==> src/rtl/evt_irq_pkg.sv <==
package evt_irq_pkg;

   typedef enum logic [1:0] {
      RA_STATUS = 2'd0,
      RA_MASK   = 2'd1,
      RA_CLEAR  = 2'd2,
      RA_CTRL   = 2'd3
   } reg_addr_e;

   typedef struct packed {
      logic host_sync;
      logic auto_flush;
      logic busy_on_crc;
      logic link_en;
   } ctrl_t;

   localparam int CTRL_W = $bits(ctrl_t);
   localparam ctrl_t CTRL_RST = '{host_sync: 1'b0, auto_flush: 1'b1,
                                  busy_on_crc: 1'b1, link_en: 1'b1};

   localparam int EV_ACK  = 6;
   localparam int EV_NACK = 7;
   localparam int EV_CRC  = 12;
   localparam int EV_NUM  = 14;

endpackage

==> src/rtl/evt_status_bank.sv <==
module evt_status_bank #(
   parameter int N_EVT = 14
) (
   input  logic             clk,
   input  logic             rst_n,
   input  logic [N_EVT-1:0] evt_i,
   input  logic [N_EVT-1:0] clr_i,
   input  logic             mask_we,
   input  logic [N_EVT-1:0] mask_d,
   output logic [N_EVT-1:0] status_o,
   output logic [N_EVT-1:0] mask_o
);

   for (genvar b = 0; b < N_EVT; b++) begin : g_bit
      logic st_q;
      logic mk_q;

      always_ff @(posedge clk or negedge rst_n) begin
         if (!rst_n) begin
            st_q <= 1'b0;
         end else if (evt_i[b]) begin
            st_q <= 1'b1;
         end else if (clr_i[b]) begin
            st_q <= 1'b0;
         end
      end

      always_ff @(posedge clk or negedge rst_n) begin
         if (!rst_n) begin
            mk_q <= 1'b1;
         end else if (mask_we) begin
            mk_q <= mask_d[b];
         end
      end

      assign status_o[b] = st_q;
      assign mask_o[b]   = mk_q;
   end

endmodule

==> src/rtl/evt_crc_busy.sv <==
module evt_crc_busy
   import evt_irq_pkg::*;
(
   input  logic  clk,
   input  logic  rst_n,
   input  logic  crc_evt_i,
   input  logic  ctrl_we,
   input  ctrl_t ctrl_d,
   output ctrl_t ctrl_o,
   output logic  busy_o
);

   ctrl_t ctrl_q;
   logic  busy_q;
   logic  arm;

   assign arm = ctrl_q.link_en & ctrl_q.busy_on_crc;

   always_ff @(posedge clk or negedge rst_n) begin
      if (!rst_n) begin
         ctrl_q <= CTRL_RST;
      end else begin
         if (ctrl_we) begin
            ctrl_q <= ctrl_d;
         end
         if (crc_evt_i) begin
            ctrl_q.link_en <= 1'b0;
         end
      end
   end

   always_ff @(posedge clk or negedge rst_n) begin
      if (!rst_n) begin
         busy_q <= 1'b0;
      end else if (crc_evt_i) begin
         busy_q <= busy_q | arm;
      end else if (ctrl_we && ctrl_d.link_en) begin
         busy_q <= 1'b0;
      end
   end

   assign ctrl_o = ctrl_q;
   assign busy_o = busy_q;

endmodule

==> src/rtl/evt_flush_gen.sv <==
module evt_flush_gen (
   input  logic clk,
   input  logic rst_n,
   input  logic ack_i,
   input  logic nack_i,
   input  logic enable_i,
   output logic flush_o
);

   logic flush_q;

   always_ff @(posedge clk or negedge rst_n) begin
      if (!rst_n) begin
         flush_q <= 1'b0;
      end else begin
         flush_q <= enable_i & (ack_i | nack_i);
      end
   end

   assign flush_o = flush_q;

endmodule

==> src/rtl/evt_irq_busy_ctrl.sv <==
module evt_irq_busy_ctrl
   import evt_irq_pkg::*;
#(
   parameter int N_EVT    = EV_NUM,
   parameter int DATA_W   = 32,
   parameter int CRC_IDX  = EV_CRC,
   parameter int ACK_IDX  = EV_ACK,
   parameter int NACK_IDX = EV_NACK,
   parameter bit IRQ_REG  = 1'b0
) (
   input  logic              clk,
   input  logic              rst_n,
   input  logic [N_EVT-1:0]  evt_i,
   input  logic              reg_we,
   input  logic [1:0]        reg_addr,
   input  logic [DATA_W-1:0] reg_wdata,
   output logic [DATA_W-1:0] reg_rdata,
   output logic              irq_o,
   output logic              busy_o,
   output logic              tx_flush_o,
   output logic              host_sync_o
);

   localparam int PAD_EVT  = DATA_W - N_EVT;
   localparam int PAD_CTRL = DATA_W - CTRL_W;

   if (N_EVT > DATA_W || CTRL_W > DATA_W) begin : g_bad_width
      initial $fatal(1, "evt_irq_busy_ctrl: event or control word wider than data bus");
   end
   if (CRC_IDX >= N_EVT || ACK_IDX >= N_EVT || NACK_IDX >= N_EVT) begin : g_bad_index
      initial $fatal(1, "evt_irq_busy_ctrl: event index outside status word");
   end

   reg_addr_e    addr;
   logic [N_EVT-1:0] clr_bits;
   logic [N_EVT-1:0] status_q;
   logic [N_EVT-1:0] mask_q;
   ctrl_t        ctrl_q;
   logic         pend;

   assign addr     = reg_addr_e'(reg_addr);
   assign clr_bits = (reg_we && addr == RA_CLEAR) ? reg_wdata[N_EVT-1:0] : '0;

   evt_status_bank #(.N_EVT(N_EVT)) u_bank (
      .clk      (clk),
      .rst_n    (rst_n),
      .evt_i    (evt_i),
      .clr_i    (clr_bits),
      .mask_we  (reg_we && addr == RA_MASK),
      .mask_d   (reg_wdata[N_EVT-1:0]),
      .status_o (status_q),
      .mask_o   (mask_q)
   );

   evt_crc_busy u_busy (
      .clk       (clk),
      .rst_n     (rst_n),
      .crc_evt_i (evt_i[CRC_IDX]),
      .ctrl_we   (reg_we && addr == RA_CTRL),
      .ctrl_d    (ctrl_t'(reg_wdata[CTRL_W-1:0])),
      .ctrl_o    (ctrl_q),
      .busy_o    (busy_o)
   );

   evt_flush_gen u_flush (
      .clk      (clk),
      .rst_n    (rst_n),
      .ack_i    (evt_i[ACK_IDX]),
      .nack_i   (evt_i[NACK_IDX]),
      .enable_i (ctrl_q.auto_flush),
      .flush_o  (tx_flush_o)
   );

   assign pend = |(status_q & mask_q);

   if (IRQ_REG) begin : g_irq_reg
      logic irq_q;
      always_ff @(posedge clk or negedge rst_n) begin
         if (!rst_n) irq_q <= 1'b0;
         else        irq_q <= pend;
      end
      assign irq_o = irq_q;
   end else begin : g_irq_comb
      assign irq_o = pend;
   end

   always_comb begin
      unique case (addr)
         RA_STATUS: reg_rdata = {{PAD_EVT{1'b0}}, status_q};
         RA_MASK:   reg_rdata = {{PAD_EVT{1'b0}}, mask_q};
         RA_CTRL:   reg_rdata = {{PAD_CTRL{1'b0}}, ctrl_q};
         default:   reg_rdata = '0;
      endcase
   end

   assign host_sync_o = ctrl_q.host_sync;

endmodule

==> config.mk <==
export PLATFORM = sky130hd
export DESIGN_NAME = evt_irq_busy_ctrl
export DESIGN_NICKNAME = d
export VERILOG_FILES = /design/src/rtl/evt_irq_pkg.sv /design/src/rtl/evt_status_bank.sv /design/src/rtl/evt_crc_busy.sv /design/src/rtl/evt_flush_gen.sv /design/src/rtl/evt_irq_busy_ctrl.sv
export SDC_FILE = /design/constraint.sdc
export NUM_CORES = 1
export LEC_CHECK = 0
export CAP_MARGIN = 30
export CELL_PAD_IN_SITES_DETAIL_PLACEMENT = 1
export CELL_PAD_IN_SITES_GLOBAL_PLACEMENT = 2
export CORE_MARGIN = 5
export CORE_UTILIZATION = 35
export CTS_BUF_LIST = sky130_fd_sc_hd__clkbuf_2
export CTS_CLUSTER_DIAMETER = 50
export DETAILED_ROUTE_END_ITERATION = 16
export DONT_BUFFER_PORTS = 1
export PLACE_DENSITY_LB_ADDON = 0.1
export SYNTH_ARGS = -nofsm -noshare
export SYNTH_HDL_FRONTEND = slang
export SYNTH_SLANG_ARGS = --single-unit
export TNS_END_PERCENT = 20
==> constraint.sdc <==
create_clock -name clk -period 2.84 [get_ports clk]
set_input_delay 0.142 -clock clk [delete_from_list [all_inputs] [get_ports clk]]
set_output_delay 0.142 -clock clk [all_outputs]
set_load 0.005 [all_outputs]
# After elaboration in Yosys (flattened, before gate mapping)
# Index checks and enable logic that the tools add are counted.
[word_totals]
ff_bits = 34
in_bits = 51
word_cells = 98
[op_classes]
n_eq_ne = 3
n_mux = 34
bitwise_logic = 5
n_reduce_logical = 22
[ops]
columns = ["operator", "count"]
rows = [
  ["$pmux 14 s3", 1],
  ["$mux 1", 32],
  ["$reduce_bool 2->1", 16],
  ["$and 14x14->14", 1],
  ["$mux 14", 1],
  ["$reduce_or 14->1", 1],
  ["$eq 2x2->1 const B", 2],
  ["$logic_and 1x1->1", 4],
  ["$and 1x1->1", 2],
  ["$eq 2x1->1 const B", 1],
  ["$logic_not 2->1", 1],
  ["$or 1x1->1", 2],
]

# Logic depth before layout (Yosys ltp)
# Gate-level depths: netlist of the first run.
[depth]
word_depth = 5
mapped_depth = 6
ltp_nobuf = 3

# Modules after synthesis
# A second synthesis of the first run with hierarchy kept.
[hier_totals]
hier_cells = 197
area_unflattened_um2 = 2047.0
[modules_own_cells]
columns = ["module", "n_inst", "cells_per_inst", "area_each_um2", "seq_area_each_um2"]
rows = [
  ["evt_status_bank", 1, 99, 1255.0, 718.2],
  ["evt_irq_busy_ctrl", 1, 83, 565.5, 0.0],
  ["evt_crc_busy", 1, 13, 193.9, 128.9],
  ["evt_flush_gen", 1, 2, 32.5, 25.0],
]

# Worst setup path before layout of the first run
# No wires, ideal clock.
[synth_path]
kind = "reg-to-output"
startpoint = "reg u_bank.g_bit[4].st_q"
endpoint = "out irq_o"
arrival_ns = 0.912
required_time_ns = 2.698
slack_ns = 1.786
stages_incl_launch_ff = 4
n_path_buf = 0
cell_sequence = "dfrtp_1 -> a22o_1 -> a221oi_1 -> nand4_1"
[synth_between]
elab_chain_cells = 2
[synth_rtl]
columns = ["item", "line", "source"]
rows = [
  ["from (decl)", "evt_status_bank.sv:15", "logic st_q;"],
  ["from (signal assigned)", "evt_status_bank.sv:20", "st_q <= 1'b0;"],
  ["from (signal assigned)", "evt_status_bank.sv:22", "st_q <= 1'b1;"],
  ["from (signal assigned)", "evt_status_bank.sv:24", "st_q <= 1'b0;"],
  ["$and 14x14->14", "evt_irq_busy_ctrl.sv:74", "assign pend = |(status_q & mask_q);"],
  ["$reduce_or 14->1", "evt_irq_busy_ctrl.sv:74", ""],
  ["to (decl)", "evt_irq_busy_ctrl.sv:18", "output logic irq_o,"],
]
# Every way passes these cells.

# Worst setup path after layout of the first run
# Ends and elaborated chain as after synthesis.

==> results.json, run 1 <==
{
  "ys.flop_type": "dfstp_2",
  "holdPathStages": 2,
  "end_kind": "output pin",
  "drive_above_1_share": 0.235,
  "rsz0062_at_grt": "no",
  "synthCells": 153,
  "synth_cell_type_count": 25,
  "crit_path_cell_trace": "a22o_1, a221oi_1, nand4_1",
  "ctsLongestPathBuffers": 2,
  "yosys_warnings": 0,
  "cp-start-kind": "register",
  "clkSinkCount": 34,
  "post_cts_buffers": 0,
  "wl_per_cell_microns": 18.5,
  "overflow": 0,
  "cts_made_buffers": 5,
  "status": "finished, final reports clean",
  "synth_area_sq_mm": 0.00183,
  "grt_pass1_vias": 1531,
  "viasPerCell": 4.86,
  "drtPass1Iterations": 3,
  "hold_violations": 0,
  "critPathSlowestCell": "dfrtp_1",
  "vias": 1311,
  "final_common_cell": "dlygate4sd3_1",
  "synth_top_area_frac": 0.245,
  "die_area_sq_mm": 0.00676,
  "boundaryPins": 87,
  "tightest_slew_ns": 0.636,
  "synth_area_leader_cell": "dfstp_2",
  "finalSetupTns_ns": 0,
  "antenna_found_initial": 0,
  "fin_crit_sh": 0.583,
  "routed_wl_mm": 4.99,
  "hp-class": "input pin to register",
  "num_antenna_cells": 0,
  "post-route-min-period_ns": 1.65,
  "cp_max_fo": 3,
  "fmax_mhz": 604,
  "ys_top_cells_by_area": "dfstp_2 (24%), dfrtp_1 (23%), mux2_4 (8.2%), buf_4 (7.4%), mux2_2 (6.8%)",
  "synth_edf_count": 0,
  "worstPathArrival_ns": 1.51,
  "r2r.worst_path.cells": 3,
  "synth_area_per_cell_sq_um": 11.9,
  "initial_core_util": 0.360,
  "die_y_microns": 82.2,
  "max_slew_margin": 0.576,
  "postSynth.asyncResetShare": 1.00,
  "ant_nets": 0,
  "required_ns": 2.70,
  "track_usage": 0.158,
  "path_clk_slew_ns": 0.18,
  "area_growth_pct": 25.6,
  "critPathMaxStageDelay_ns": 0.44,
  "grt_max_degree": 35,
  "fin_util": 0.452,
  "ys_seq_area_frac": 0.478,
  "die_x_microns": 82.2,
  "clock_latency_ns": 0.35,
  "clock_skew_ns": 0.000626,
  "dp_hpwl_mm": 3.21,
  "cts_tree": "built",
  "rows": 26,
  "portBuffers": 0,
  "cts_root_buf": "clkbuf_2",
  "power.leakage_uw": 0.000946,
  "drt-initial-drc-count": 47,
  "grt_pass1_wl_mm": 7.86,
  "crit_type": "register to output pin",
  "slew_viol_final": 0,
  "finalNetCount": 250,
  "finalWeightedCongestion": 0.666,
  "maxCapViolCount": 0,
  "route.detailed.drc": 0,
  "synth_seq_cells": 34,
  "cts_htree_levels": 2,
  "p_per_area_mw_per_mm2": 472,
  "core_area_sq_mm": 0.00507,
  "peakVddDrop_mv": 0.218,
  "final_cell_mix": "dlygate4sd3_1 (46), conb_1 (18), dfstp_2 (17), dfrtp_1 (17), nand2_1 (15)",
  "setup_viol": 0,
  "fillCellCount": 571
}
-- cell usage after synthesis, types with 2 or more instances --
master / instances
a21o_1: 14
a22o_1: 5
a22oi_1: 5
buf_4: 18
buf_6: 4
dfrtp_1: 17
dfstp_2: 17
mux2_2: 11
mux2_4: 10
mux2i_1: 10
nand2_1: 15
nand4_1: 2
nor2_1: 13
-- cell type report --
class	instances	area [sq um]	area share
Multi-Input combinational cell	111	813	0.355
Clock inverter	2	8.76	0.00382
Timing Repair Buffer	47	480	0.210
Tap cell	70	87.6	0.0382
Sequential cell	34	872	0.380
Clock buffer	6	30.0	0.0131
-- through the flow --
stage | total power (uW) | cells | instance area, sq um | hold slack (ns) | setup WS [ns]
floorplan | 793 | 170 | 1890 | -0.154 | 1.79
global placement | 792 | 215 | 1770 | -0.152 | 1.60
detailed placement | 805 | 215 | 1770 | -0.152 | 1.59
CTS | 1100 | 270 | 2290 | 0.155 | 1.12
global route | 1160 | 270 | 2290 | 0.131 | 1.05
finish | 1080 | 270 | 2290 | 0.177 | 1.19
-- final timing paths --
check                                                 start                               end  slack (ns)
setup reg to reg               u_busy.ctrl_o[0]$_DFFE_PN1P_      u_busy.ctrl_o[0]$_DFFE_PN1P_        1.47
setup / recovery           u_bank.g_bit[4].st_q$_DFFE_PN0P_                             irq_o        1.19
min in group asynchronous                             rst_n  u_bank.g_bit[2].st_q$_DFFE_PN0P_        0.22
max in group asynchronous                             rst_n      u_busy.ctrl_o[0]$_DFFE_PN1P_        2.37
hold reg to reg                u_busy.ctrl_o[2]$_DFFE_PN1P_         u_flush.flush_o$_DFF_PN0_        0.52
hold / removal                                  reg_addr[0]      u_busy.ctrl_o[2]$_DFFE_PN1P_        0.18
-- critical path, delay by kind of cell (launching register included) --
| kind | cells | cell delay, ns |
|---|---|---|
| AO/OA/AOI/OAI | 2 | 0.53 |
| flip-flops | 1 | 0.44 |
| AND/OR/NAND/NOR | 1 | 0.19 |
-- state kept, by name (all words and copies together), names as in the netlist --
| signal | cells |
|---|---|
| u_bank.g_bit.mk_q | 14 |
| u_bank.g_bit.st_q | 14 |
| u_busy.busy_o | 1 |
| u_busy.ctrl_o | 4 |
| u_flush.flush_o | 1 |
-- report_power, final --
group	internal [uW]	leakage, uW	switching [uW]	total [uW]
registers	577	0.000343	50.2	627
clock network	60.7	0.0000304	165	226
logic	142	0.000572	87.5	230
-- cell families after synthesis --
logic type / after synthesis / synth area share
AO/OA/AOI/OAI: 28 / 0.117
buffers and inverters: 25 / 0.112
flip-flops: 34 / 0.478
multiplexers: 31 / 0.205
other: 1 / 0.00205
AND/OR/NAND/NOR: 34 / 0.0864
-- metal layers --
layer	vias up	track usage	share of wire
met1	664	0.172	0.39
li1	600	-	-
met3	2	0.0531	0.073
met2	45	0.295	0.53
met4	0	0.0332	0.0030
met5	-	0	0
-- timing repair --
item                      4_1_cts  5_1_grt
hold endpoints to repair       68        0
hold buffers                   47        0
resized for setup               0        0
No activity file was read; power rests on OpenSTA's default activity.
==> run 2: changes to the inputs <==
==> constraint.sdc (replaced) <==
create_clock -name clk -period 1.58 [get_ports clk]
set_input_delay 0.079 -clock clk [delete_from_list [all_inputs] [get_ports clk]]
set_output_delay 0.079 -clock clk [all_outputs]
set_load 0.005 [all_outputs]
==> results.json, run 2 (same netlist as run 1, synthesis figures left out) <==
{
  "status": "finished, final reports clean",
  "dp_cells": 216,
  "power_uw": 2140,
  "drt-initial-drc-count": 38,
  "portBuffers": 0,
  "crit_type": "register to output pin",
  "fillCellCount": 567,
  "fin_crit_sh": 0.963,
  "route.detailed.drc": 0,
  "track_usage": 0.157,
  "cts_htree_levels": 2,
  "regArea_sq_um": 872,
  "cts_root_buf": "clkbuf_2",
  "final_cell_mix": "dlygate4sd3_1 (45), conb_1 (18), dfstp_2 (17), dfrtp_1 (17), nand2_1 (15)",
  "rsz0062_at_grt": "yes",
  "die_x_microns": 82.2,
  "multiInputGateArea_sq_um": 830,
  "r2r-start": "u_busy.ctrl_o[0]$_DFFE_PN1P_",
  "final_area_sq_mm": 0.00234,
  "finalNetCount": 251,
  "die_y_microns": 82.2,
  "r2r_setup_slack_ns": 0.17,
  "rows": 26,
  "antenna_found_initial": 0,
  "drtPass1Iterations": 4,
  "fmax_mhz": 657,
  "cts_made_buffers": 5,
  "ctsLongestPathBuffers": 2,
  "hold_violations": 0,
  "place_area_sq_mm": 0.00178,
  "slew_viol_final": 0,
  "grt_pass1_wl_mm": 7.77,
  "critPathMaxStageDelay_ns": 0.44,
  "maxCapViolCount": 0,
  "core_area_sq_mm": 0.00507,
  "area_growth_pct": 28.3,
  "clkSinkCount": 34,
  "end_kind": "output pin",
  "p_per_area_mw_per_mm2": 913,
  "wl_per_cell_microns": 18.1,
  "cts_tree": "built",
  "overflow": 0,
  "die_area_sq_mm": 0.00676,
  "peakVddDrop_mv": 0.368,
  "ant_nets": 0,
  "hp-class": "input pin to async pin",
  "cp-start-kind": "register",
  "regToRegEndpoint": "u_busy.ctrl_o[0]$_DFFE_PN1P_",
  "grt_max_degree": 35,
  "cp.buffers_inverters": 0,
  "path_delay_family": "flip-flops",
  "worstPathArrival_ns": 1.44,
  "critPathSlowestCell": "dfrtp_1",
  "clock_latency_ns": 0.40,
  "r2r.worst_path.cells": 3,
  "crit_path_cell_trace": "a22o_1, a221oi_2, nand4_1",
  "clock_skew_ns": 0.0184,
  "grt_pass1_vias": 1484,
  "path_clk_slew_ns": 0.21,
  "dp_hpwl_mm": 3.10,
  "drive_above_1_share": 0.264,
  "final_common_cell": "dlygate4sd3_1",
  "setup_viol": 0,
  "initial_core_util": 0.360,
  "cp_max_fo": 3,
  "routed_wl_mm": 4.92,
  "finalWeightedCongestion": 0.671,
  "required_ns": 1.50,
  "boundaryPins": 87,
  "stdcell_count": 272,
  "post-route-min-period_ns": 1.52,
  "viasPerCell": 4.85,
  "vias": 1318,
  "power.leakage_uw": 0.000963
}
-- run 2: changes by cell type in the layout (fill, tap and decap cells not counted) --
cell	delta
buf_4	+2
a221oi_1	-1
a221oi_2	+1
a22oi_1	-1
a22oi_2	+1
and3_1	-1
and3_4	+1
bufinv_16	+1
clkbuf_2	-1
clkinv_1	-1
clkinv_2	+1
diode_2	+1
dlygate4sd3_1	-1
-- run 2: worst max-delay path by stage --
stage          slack (ns)  cells after the start    end                        startpoint
5_1_grt             -0.04                      3  irq_o  u_bank.g_bit[4].st_q$_DFFE_PN0P_
6_report             0.06                      3  irq_o  u_bank.g_bit[0].st_q$_DFFE_PN0P_
4_1_cts             0.008                      3  irq_o  u_bank.g_bit[4].st_q$_DFFE_PN0P_
3_3_place_gp         0.40                      3  irq_o  u_bank.g_bit[4].st_q$_DFFE_PN0P_
3_5_place_dp         0.38                      3  irq_o  u_bank.g_bit[4].st_q$_DFFE_PN0P_
2_1_floorplan        0.59                      3  irq_o  u_bank.g_bit[4].st_q$_DFFE_PN0P_
-- run 2: report_power, final --
group / total, uW / internal [uW] / switching (uW)
Combinational: 413 / 261 / 153
Sequential: 1130 / 1040 / 92.2
Clock: 595 / 263 / 333
Total: 2140 / 1560 / 578
-- run 2: per-layer routing --
metal	GRT usage	wire, microns	vias to the layer above
li1	-	-	596
met2	0.280	2500	47
met5	0	0	-
met4	0.0565	52	0
met1	0.176	2000	669
met3	0.0466	361	6
-- run 2: through the flow --
stage	setup TNS [ns]	util	hold slack, ns	worst slack (ns)
final	0	0.462	0.111	0.0584
after global routing	-0.0370	0.461	0.0730	-0.0370
after CTS	0	0.458	0.0879	0.00826
after detailed placement	0	0.351	-0.216	0.379
after global placement	0	0.351	-0.215	0.402
after floorplan	0	-	-0.217	0.589
-- run 2: worst reg2reg max path, delay by kind of cell (launching register included) --
family | cells | cell delay, ns
flip-flops | 1 | 0.59
AND/OR/NAND/NOR | 1 | 0.05
AO/OA/AOI/OAI | 1 | 0.16
buffers and inverters | 1 | 0.57
-- run 2: repair_timing --
action,CTS,global route
resized for setup,1,2
endpoints found under the hold margin,68,0
endpoints found under the setup margin,1,1
setup buffers,0,1
pin swaps,0,3
cloned,0,0
hold buffers,46,0
-- run 2: cell type report --
class                           instances  share of cell area
Clock inverter                          3              0.0171
Timing Repair Buffer                   48               0.207
Tap cell                               70              0.0374
Multi-Input combinational cell        111               0.354
Clock buffer                            5              0.0107
Sequential cell                        34               0.372
Antenna cell                            1             0.00107
